<file path="src/rtl/utx_pkg.sv">
package utx_pkg;

    localparam logic [7:0] OFS_DATA   = 8'h00;
    localparam logic [7:0] OFS_CTRL   = 8'h08;
    localparam logic [7:0] OFS_STATUS = 8'h0c;
    localparam logic [7:0] OFS_THRESH = 8'h10;

    localparam int CB_TX_EN   = 12;
    localparam int CB_STOP_LO = 16;
    localparam int CB_ODD     = 18;
    localparam int CB_PAR_EN  = 19;
    localparam int CB_LEN_LO  = 20;
    localparam int CB_SOFTRST = 22;
    localparam int CB_IRQ_EN  = 28;

    localparam int SB_WERR  = 18;
    localparam int SB_FULL  = 21;
    localparam int SB_EMPTY = 22;
    localparam int SB_BUSY  = 25;

    typedef enum logic [2:0] {
        S_IDLE,
        S_START,
        S_DATA,
        S_PARITY,
        S_STOP
    } tx_state_e;

    typedef struct packed {
        logic [1:0] len_code;
        logic       par_en;
        logic       par_odd;
        logic       two_stop;
    } frame_fmt_t;

    function automatic logic [3:0] data_bits(input logic [1:0] code);
        return 4'd8 - {2'b00, code};
    endfunction

    function automatic logic [7:0] data_mask(input logic [1:0] code);
        return 8'hFF >> code;
    endfunction

endpackage

</file>
<file path="src/rtl/utx_fifo.sv">
module utx_fifo #(
    parameter int DW    = 8,
    parameter int DEPTH = 64,
    localparam int PW   = $clog2(DEPTH),
    localparam int CW   = $clog2(DEPTH + 1)
) (
    input  logic          clk,
    input  logic          rst_n,
    input  logic          flush,
    input  logic          push,
    input  logic          pop,
    input  logic [DW-1:0] din,
    output logic [DW-1:0] dout,
    output logic [CW-1:0] count,
    output logic          full,
    output logic          empty
);

    logic [DW-1:0] store [DEPTH];
    logic [PW-1:0] wr_ptr, rd_ptr;
    logic          push_ok, pop_ok;

    assign full    = (count == CW'(DEPTH));
    assign empty   = (count == '0);
    assign push_ok = push && !full && !flush;
    assign pop_ok  = pop && !empty && !flush;
    assign dout    = store[rd_ptr];

    always_ff @(posedge clk or negedge rst_n) begin
        if (!rst_n) begin
            wr_ptr <= '0;
            rd_ptr <= '0;
            count  <= '0;
        end else if (flush) begin
            wr_ptr <= '0;
            rd_ptr <= '0;
            count  <= '0;
        end else begin
            if (push_ok) wr_ptr <= wr_ptr + 1'b1;
            if (pop_ok)  rd_ptr <= rd_ptr + 1'b1;
            case ({push_ok, pop_ok})
                2'b10:   count <= count + 1'b1;
                2'b01:   count <= count - 1'b1;
                default: count <= count;
            endcase
        end
    end

    always_ff @(posedge clk) begin
        if (push_ok) store[wr_ptr] <= din;
    end

    // occupancy never exceeds the depth
    a_r6_count_bound: assert property (@(posedge clk) disable iff (!rst_n)
        count <= CW'(DEPTH));

    // a push into a full queue without a pop leaves the occupancy as it was
    a_r7_full_push_dropped: assert property (@(posedge clk) disable iff (!rst_n)
        (push && full && !pop && !flush) |=> (count == $past(count)));

    // flushing empties the queue
    a_r8_flush_empties: assert property (@(posedge clk) disable iff (!rst_n)
        flush |=> empty);

endmodule

</file>
<file path="src/rtl/utx_serializer.sv">
module utx_serializer
    import utx_pkg::*;
#(
    parameter int DW = 8
) (
    input  logic          clk,
    input  logic          rst_n,
    input  logic          soft_rst,
    input  logic          baud_tick,
    input  logic          tx_en,
    input  frame_fmt_t    fmt_in,
    input  logic          fifo_empty,
    input  logic [DW-1:0] fifo_data,
    output logic          pop,
    output logic          busy,
    output logic          txd
);

    tx_state_e     state_q, state_d;
    frame_fmt_t    fmt_q;
    logic [DW-1:0] shreg_q;
    logic [2:0]    bit_cnt_q;
    logic          stop_cnt_q;
    logic          par_q;
    logic          can_launch, last_data, last_stop, load;

    always_comb begin
        can_launch = tx_en && !fifo_empty && !soft_rst;
        last_data  = ({1'b0, bit_cnt_q} == data_bits(fmt_q.len_code) - 4'd1);
        last_stop  = (state_q == S_STOP) && !(fmt_q.two_stop && !stop_cnt_q);
        load       = baud_tick && can_launch && ((state_q == S_IDLE) || last_stop);
        state_d    = state_q;
        if (baud_tick) begin
            unique case (state_q)
                S_IDLE:   if (can_launch) state_d = S_START;
                S_START:  state_d = S_DATA;
                S_DATA:   if (last_data) state_d = fmt_q.par_en ? S_PARITY : S_STOP;
                S_PARITY: state_d = S_STOP;
                S_STOP:   if (last_stop) state_d = can_launch ? S_START : S_IDLE;
                default:  state_d = S_IDLE;
            endcase
        end
    end

    always_ff @(posedge clk or negedge rst_n) begin
        if (!rst_n) begin
            state_q    <= S_IDLE;
            fmt_q      <= '0;
            shreg_q    <= '0;
            bit_cnt_q  <= '0;
            stop_cnt_q <= 1'b0;
            par_q      <= 1'b0;
        end else if (soft_rst) begin
            state_q    <= S_IDLE;
            bit_cnt_q  <= '0;
            stop_cnt_q <= 1'b0;
        end else begin
            state_q <= state_d;
            if (load) begin
                shreg_q <= fifo_data;
                fmt_q   <= fmt_in;
                par_q   <= (^(fifo_data & data_mask(fmt_in.len_code))) ^ fmt_in.par_odd;
            end
            if (baud_tick) begin
                stop_cnt_q <= (state_q == S_STOP) && !last_stop;
                if (state_q == S_START) bit_cnt_q <= '0;
                if (state_q == S_DATA) begin
                    shreg_q   <= shreg_q >> 1;
                    bit_cnt_q <= bit_cnt_q + 1'b1;
                end
            end
        end
    end

    always_comb begin
        pop  = load;
        busy = (state_q != S_IDLE);
        unique case (state_q)
            S_START:  txd = 1'b0;
            S_DATA:   txd = shreg_q[0];
            S_PARITY: txd = par_q;
            default:  txd = 1'b1;
        endcase
    end

    // a disabled transmitter never leaves idle
    a_r5_no_start_disabled: assert property (@(posedge clk) disable iff (!rst_n)
        (state_q == S_IDLE && !tx_en) |=> (state_q == S_IDLE));

    // bit timing comes only from the tick
    a_r2_hold_without_tick: assert property (@(posedge clk) disable iff (!rst_n)
        (!baud_tick && !soft_rst) |=> $stable(state_q));

endmodule

</file>
<file path="src/rtl/utx_top.sv">
module utx_top
    import utx_pkg::*;
#(
    parameter int DEPTH = 64,
    parameter int AW    = 8,
    parameter int DW    = 8,
    parameter int TW    = 8,
    localparam int CW   = $clog2(DEPTH + 1)
) (
    input  logic          clk,
    input  logic          rst_n,
    input  logic          bus_wr,
    input  logic [AW-1:0] bus_addr,
    input  logic [31:0]   bus_wdata,
    output logic [31:0]   bus_rdata,
    input  logic          baud_tick,
    output logic          txd,
    output logic          tx_irq
);

    localparam logic [31:0] CTRL_MASK = (32'h1 << CB_TX_EN) | (32'h3 << CB_STOP_LO) |
        (32'h1 << CB_ODD) | (32'h1 << CB_PAR_EN) | (32'h3 << CB_LEN_LO) |
        (32'h1 << CB_SOFTRST) | (32'h1 << CB_IRQ_EN);

    logic [31:0]   ctrl_q;
    logic [TW-1:0] thresh_q;
    logic          werr_q;
    logic          soft_rst, data_wr;
    logic          fifo_full, fifo_empty, fifo_pop, busy;
    logic [DW-1:0] fifo_dout;
    logic [CW-1:0] fifo_count;
    frame_fmt_t    fmt;

    assign soft_rst = ctrl_q[CB_SOFTRST];
    assign data_wr  = bus_wr && (bus_addr == AW'(OFS_DATA));
    assign fmt      = '{len_code: ctrl_q[CB_LEN_LO +: 2], par_en: ctrl_q[CB_PAR_EN],
                        par_odd: ctrl_q[CB_ODD],
                        two_stop: (ctrl_q[CB_STOP_LO +: 2] == 2'd1)};

    always_ff @(posedge clk or negedge rst_n) begin
        if (!rst_n) begin
            ctrl_q   <= '0;
            thresh_q <= '0;
            werr_q   <= 1'b0;
        end else begin
            if (bus_wr && bus_addr == AW'(OFS_CTRL))   ctrl_q   <= bus_wdata & CTRL_MASK;
            if (bus_wr && bus_addr == AW'(OFS_THRESH)) thresh_q <= bus_wdata[8 +: TW];
            if (soft_rst)                              werr_q   <= 1'b0;
            else if (data_wr && fifo_full)             werr_q   <= 1'b1;
        end
    end

    utx_fifo #(.DW(DW), .DEPTH(DEPTH)) u_fifo (
        .clk   (clk),
        .rst_n (rst_n),
        .flush (soft_rst),
        .push  (data_wr && !soft_rst),
        .pop   (fifo_pop),
        .din   (bus_wdata[DW-1:0]),
        .dout  (fifo_dout),
        .count (fifo_count),
        .full  (fifo_full),
        .empty (fifo_empty)
    );

    utx_serializer #(.DW(DW)) u_ser (
        .clk        (clk),
        .rst_n      (rst_n),
        .soft_rst   (soft_rst),
        .baud_tick  (baud_tick),
        .tx_en      (ctrl_q[CB_TX_EN]),
        .fmt_in     (fmt),
        .fifo_empty (fifo_empty),
        .fifo_data  (fifo_dout),
        .pop        (fifo_pop),
        .busy       (busy),
        .txd        (txd)
    );

    assign tx_irq = ctrl_q[CB_IRQ_EN] && (32'(fifo_count) < 32'(thresh_q));

    always_comb begin
        bus_rdata = '0;
        if (bus_addr == AW'(OFS_CTRL)) begin
            bus_rdata = ctrl_q;
        end else if (bus_addr == AW'(OFS_THRESH)) begin
            bus_rdata[8 +: TW] = thresh_q;
        end else if (bus_addr == AW'(OFS_STATUS)) begin
            bus_rdata[SB_WERR]  = werr_q;
            bus_rdata[SB_FULL]  = fifo_full;
            bus_rdata[SB_EMPTY] = fifo_empty;
            bus_rdata[SB_BUSY]  = busy;
        end
    end

    // the queue is only drained on a bit boundary
    a_r1_pop_on_tick: assert property (@(posedge clk) disable iff (!rst_n)
        fifo_pop |-> baud_tick);

    // a held soft reset leaves the engine idle with the line high
    a_r8_reset_idle: assert property (@(posedge clk) disable iff (!rst_n)
        soft_rst |=> (!busy && txd));

endmodule

</file>
<file path="config.mk">
export PLATFORM = sky130hd
export DESIGN_NAME = utx_top
export DESIGN_NICKNAME = d
export VERILOG_FILES = /design/src/rtl/utx_pkg.sv /design/src/rtl/utx_fifo.sv /design/src/rtl/utx_serializer.sv /design/src/rtl/utx_top.sv
export SDC_FILE = /design/constraint.sdc
export NUM_CORES = 1
export LEC_CHECK = 0
export BUFFER_PORTS_ARGS = -buffer_cell sky130_fd_sc_hd__clkbuf_2
export CORE_UTILIZATION = 50
export CTS_BUF_LIST = sky130_fd_sc_hd__clkbuf_8
export DETAILED_ROUTE_END_ITERATION = 7
export GPL_TIMING_DRIVEN = 0
export PLACE_DENSITY = 0.65
export REMOVE_ABC_BUFFERS = 1
export SLEW_MARGIN = 20
export SYNTH_ARGS = -nofsm -noshare
export SYNTH_HDL_FRONTEND = slang
export SYNTH_SLANG_ARGS = --single-unit
</file>
<file path="constraint.sdc">
create_clock -name clk -period 4.1 [get_ports clk]
set_input_delay 0.82 -clock clk [delete_from_list [all_inputs] [get_ports clk]]
set_output_delay 0.82 -clock clk [all_outputs]
set_load 0.005 [all_outputs]
</file>
== Word-level counts from Yosys, hierarchy flattened ==
Memory sizes are Yosys's and may differ from the RTL's.
Cells that the tools add are included.
Word-level totals
  register bits after elaboration: 57
  bits in writable memories: 512
  output and inout bits: 34
  word-level logic and storage cells: 122
  memories: 1
Memory list
  u_fifo.store: depth 64, width 8, read ports 1, clocked after Yosys merged registers in 0, wr ports 1, RTL line utx_fifo.sv:19  | logic [DW-1:0] store [DEPTH];
Operators by class
  add/sub/neg operators: 7
  $lt $le $gt $ge: 1
  equality and inequality tests: 15
  shift operators: 1
  multiplexer cells: 42
  bitwise gates (word level): 3
  reduce and logical (&&, ||, !) cells: 38
Operator list (number)
  8-bit 2-to-1 mux: 5
  3-bit 2-to-1 mux: 11
  6-bit 2-to-1 mux: 4
  1-bit logical AND: 17
  8-bit by 4-bit == test with 1-bit output (second input constant): 2
  3-bit one-hot mux with 5 select lines: 1
  7-bit one-hot mux with 2 select lines: 1
  1-bit 2-to-1 mux: 13
  6-bit by 1-bit adder with 6-bit output (second input constant): 2
  2-bit 2-to-1 mux: 5
  3-bit by 2-bit != test with 1-bit output (second input constant): 3
  3-bit nonzero test: 3
  8-bit AND: 1
  8-bit by 5-bit == test with 1-bit output (second input constant): 1
  8-bit logical NOT: 1
  7-bit by 8-bit less-than comparator with 1-bit output: 1
  2-bit nonzero test: 4
  8-bit parity: 1
  8-bit by 2-bit >> shifter with 8-bit output (first input constant): 1
  7-bit by 1-bit adder with 7-bit output (second input constant): 1
  7-bit == test (second input constant): 1
  7-bit logical NOT: 1
  7-bit 2-to-1 mux: 1
  7-bit by 1-bit subtractor with 7-bit output (second input constant): 1
  17 further kinds: 25

== Longest topological paths before layout ==
  depth after elaboration: 11
  depth in mapped cells: 14
  depth with buffers taken out: 12

== By module ==
Synthesis repeated with hierarchy kept, for this count alone.
Second synthesis, totals
  cells, all modules: 1249
  area, all modules: 23301.1 um2
By module, submodules not included
  utx_fifo: times used 1, cells an instance 1026, area an instance 20943.8 um2
  utx_top: times used 1, cells an instance 116, area an instance 1246.2 um2
  utx_serializer: times used 1, cells an instance 107, area an instance 1111.1 um2

== Worst setup path after synthesis ==
No wires, ideal clock.
  path type: input port to flip-flop
  start: in bus_addr[2]
  end: mem u_fifo.store[63][0] (enable)
  data arrival time: 3.057 ns
  data required time: 3.730 ns
  setup slack: 0.673 ns
  stages: 8
  buffers on the path: 2
  path through: clkbuf_1 > nor4_1 > nand3_1 > nor2_1 > nand4_1 > or2_2 > clkbuf_1 > nor2_1
Between the ends
  longest elaborated chain between the ends: 7
RTL lines
  from (decl): RTL line utx_top.sv:13  | input logic [AW-1:0] bus_addr,
  8-bit logical NOT: RTL line utx_top.sv:35  | assign data_wr = bus_wr && (bus_addr == AW'(OFS_DATA));
  1-bit logical AND: RTL line utx_top.sv:35
  1-bit logical AND: RTL line utx_top.sv:57  | .push (data_wr && !soft_rst),
  1-bit logical AND (2 in series): RTL line utx_fifo.sv:25  | assign push_ok = push && !full && !flush;
  1-bit 2-to-1 mux: RTL line utx_fifo.sv:50  | if (push_ok) store[wr_ptr] <= din;
  1-bit 2-to-1 mux (implied by the code): RTL line utx_fifo.sv:50
  to (decl): RTL line utx_fifo.sv:19
No other way between the ends.

== Worst setup path after layout ==
  start: reg u_fifo.rd_ptr[0]
  end: reg u_ser.par_q
Between the ends
  longest elaborated chain between the ends: 4
RTL lines
  from (decl): RTL line utx_fifo.sv:20  | logic [PW-1:0] wr_ptr, rd_ptr;
  from (signal assigned): RTL line utx_fifo.sv:40  | if (pop_ok) rd_ptr <= rd_ptr + 1'b1;
  memory 64 x 8 bit
  8-bit AND: RTL line utx_serializer.sv:62  | par_q <= (^(fifo_data & data_mask(fmt_in.len_code))) ^ fmt_in.par_odd;
  8-bit parity: RTL line utx_serializer.sv:62
  1-bit XOR: RTL line utx_serializer.sv:62
  to (signal assigned): RTL line utx_serializer.sv:62
  to (decl): RTL line utx_serializer.sv:24  | logic par_q;
No other way between the ends.
A chain may end at the register's enable or synchronous reset.

==> summary.md <==
| Metric | Value |
|---|---|
| Cts hold-fix bufs | 0 |
| Later-pin clock latency in the skew report | 0.66 ns |
| Minimum clock period | 3.967 ns |
| Post-Syn Area | 23380 sq um |
| Leakage power | 0.008458 uW |
| Critical Path Fanout Max | 30 |
| PwrDens | 480.8 nW/um^2 |
| Clock Sinks | 569 |
| Hold Vio Cnt, Final | 0 |
| Avg WL per Cell | 23.54 um |
| CTS tree | yes |
| Avg Cell Area, Syn | 17.40 sq um |
| Max Freq | 252.1 MHz |
| Post-Synthesis Cells | 1344 |
| Drt pass-1 iters | 5 |
| Share of layout cells above drive strength 1 | 20.27% |
| Final setup viols | 0 |
| Seq cells post-synth | 569 |
| Number of remaining DRC errors | 0 |
| Vias per cell | 5.823 |
| Die area | 47630 sq um |
| EDFF count, synth | 512 |
| CP Launch Type | flip-flop |
| DRT iter0 DRCs | 1158 |
| Arr. time, crit path | 4.48 ns |
| Starting Density | 51.08% |
| Pwr Total | 12430 uW |
| PortBufs | 54 |
| Global route overflow | 0 |
| Synth Warn # | 0 |
| CTS Buf Count | 91 |
| Met3 WL | 3.342 mm |
| Crit end category | flip-flop |
| Wl on met1 | 21.46 mm |
| RSZ-0062 raised after global routing | true |
| I/O pin total | 78 |
| CTS max path bufs | 3 |
| Seq/Total Area, Yosys | 71.86% |
| Max VDD drop | 268.0 uV |
| Final WS setup | 0.1333 ns |
| Distinct cells, synth | 59 |
| Post-synth ARST share | 10.02% |
| Kind of critical path | flip-flop to flip-flop |
| Die X-Extent | 218.2 um |
| Setup TNS Final | 0 ns |
| Core Util, Final | 56.50% |
| Root buf cell | clkbuf_8 |
| H-tree depth | 3 |
| Top sig layer | met5 |
| Vias in the first global route | 12360 |
| Row Count | 78 |
| Detailed Route WL | 49.43 mm |
| Overall routing resource usage | 21.45% |
| Antenna Violating Nets Remaining | 0 |
| Worst-path clk slew | 0.06 ns |
| Min-delay worst type | primary input to async pin |
| Place WS | -0.4464 ns |
| Nets | 1487 |
| Post-DP HPWL | 29.94 mm |
| Top FF cell, synth | edfxtp_1 |
| Max-slew violation count | 0 |
| Rel. slew slack | 42.74% |
| Req. time, crit path | 4.61 ns |
| Inserted Diodes | 0 |
| Max cap viols | 0 |
| Met2 WL post-DR | 23.70 mm |
| Layout area overhead | 10.60% |
| Area post-placement | 24190 sq um |
| Pin count of the biggest net entering global routing | 65 |
| Most common cell after layout, fill and taps aside | edfxtp_1 |
| Core area | 45770 sq um |
| Status | complete, no violations |
| Detailed-route via count | 12230 |
| Post-route cell area | 25860 sq um |
| Placer Congestion | 0.8275 |
| Tcrit/Tclk final | 96.75% |
| Die H | 218.2 um |
| First-pass GRT wire length | 75.15 mm |
| Worst slew pin tran | 0.8558 ns |
| Layout Skew | 0.03239 ns |
| Initial antenna violation count | 1 |
| Most frequent cells in the layout | edfxtp_1 (512), nor2_1 (108), mux2i_1 (95), clkbuf_8 (93), mux4_2 (87) |
worst paths after layout:
kind	slack, ns	to	startpoint	cells past startpoint
max	0.13	u_ser.par_q	u_fifo.rd_ptr[0]	13
max reg2reg	0.13	u_ser.par_q	u_fifo.rd_ptr[0]	13
max in group asynchronous	3.45	ctrl_q[22]	rst_n	2
min in group clk	0.40	ctrl_q[20]	bus_wdata[20]	2
min reg2reg	0.48	u_ser.fmt_q[0]	u_ser.fmt_q[0]	2
min	0.11	u_ser.bit_cnt_q[0]	rst_n	1
worst max-delay path, stage by stage, from the launching register on:
cell and delay, ns:
dfrtp_4 0.42, buf_12 0.22, buf_12 0.26, buf_12 0.24, buf_12 0.25, mux4_2 0.56
mux2i_1 0.29, mux2_2 0.31, o32ai_1 0.16, and2_1 0.22, xor2_1 0.17, a311o_1 0.40
xnor2_1 0.19, o21ai_1 0.07
power by group:
group / switching, uW / internal [uW] / leakage (uW)
sequential: 159 / 6410 / 0.00535
clock: 2150 / 2290 / 0.000941
combinational: 800 / 619 / 0.00216
total: 3110 / 9320 / 0.00846
registers in the layout, summed over array words and instances (netlist names), 3 cells and up:
name	cells
u_fifo.store	512
ctrl_q	9
thresh_q	8
u_ser.shreg_q	8
u_fifo.count	7
u_fifo.rd_ptr	6
u_fifo.wr_ptr	6
u_ser.fmt_q	4
u_ser.bit_cnt_q	3
u_ser.state_q	3
cell usage after synthesis (3+ instances only):
| cell | count | area share, % |
|---|---|---|
| edfxtp_1 | 512 | 66 |
| nor2_1 | 108 | 1.7 |
| mux2i_1 | 95 | 4.1 |
| mux4_2 | 87 | 8.4 |
| dfrtp_1 | 57 | 6.1 |
| nand2_1 | 57 | 0.92 |
| a21oi_1 | 46 | 0.98 |
| o221ai_1 | 45 | 1.7 |
| clkbuf_1 | 29 | 0.47 |
| o21ai_0 | 21 | 0.45 |
| mux2_2 | 20 | 0.96 |
| nand3_1 | 20 | 0.43 |
| buf_2 | 17 | 0.36 |
| buf_4 | 17 | 0.55 |
| nor3_1 | 17 | 0.36 |
| and2_1 | 16 | 0.43 |
| inv_1 | 14 | 0.22 |
| o22a_1 | 13 | 0.49 |
| ha_1 | 11 | 0.59 |
| o22ai_1 | 11 | 0.29 |
| xnor2_1 | 11 | 0.41 |
| xor2_1 | 11 | 0.41 |
| buf_6 | 10 | 0.48 |
| nand4_1 | 9 | 0.24 |
| buf_1 | 8 | 0.13 |
| nand2b_1 | 7 | 0.19 |
| nand3b_1 | 7 | 0.22 |
| buf_8 | 6 | 0.39 |
| or3_1 | 6 | 0.16 |
| nor4_1 | 5 | 0.13 |
| a21o_1 | 4 | 0.13 |
| and3_1 | 4 | 0.11 |
| nor2b_1 | 4 | 0.11 |
| o32ai_1 | 3 | 0.11 |
| or2_2 | 3 | 0.080 |
kinds of logic after synthesis:
| logic type | after synthesis | share of synthesized area (%) |
|---|---|---|
| adders and majority gates | 11 | 0.5886 |
| DFF | 569 | 71.86 |
| muxes | 204 | 13.64 |
| and+or+nand+nor | 274 | 5.528 |
| xor gates and xnor gates | 23 | 0.9204 |
| other | 1 | 0.01604 |
| AOI/OAI and AO/OA | 158 | 4.672 |
| buffers and inverters | 104 | 2.783 |
final cells by class:
cell class / instances / area [sq um]
Clock inverter: 68 / 362.8
Inverter: 15 / 57.56
Tap cell: 600 / 750.7
Sequential cell: 569 / 16810
Multi-Input combinational cell: 685 / 5996
Fill cell: 3512 / 19910
Timing Repair Buffer: 70 / 599.3
Clock buffer: 93 / 1280
through the flow:
step	instances	hold WS [ns]
finish	2100	0.1051
global placement	1923	0.4610
CTS	2100	0.05952
floorplan	1269	0.4391
detailed placement	1937	0.4620
global route	2100	0.08592
metal layers:
metal	up-vias	track usage, %
met5	-	0
met4	2	7.179
met3	70	4.927
met2	418	33.75
met1	6246	29.63
li1	5493	-
what timing repair did:
action / 4_1_cts / 5_1_grt
setup endpoints to repair: 1 / 54
gates resized for setup: 2 / 1
setup buffers: 2 / 0
Power figures use the tool's default switching activity.
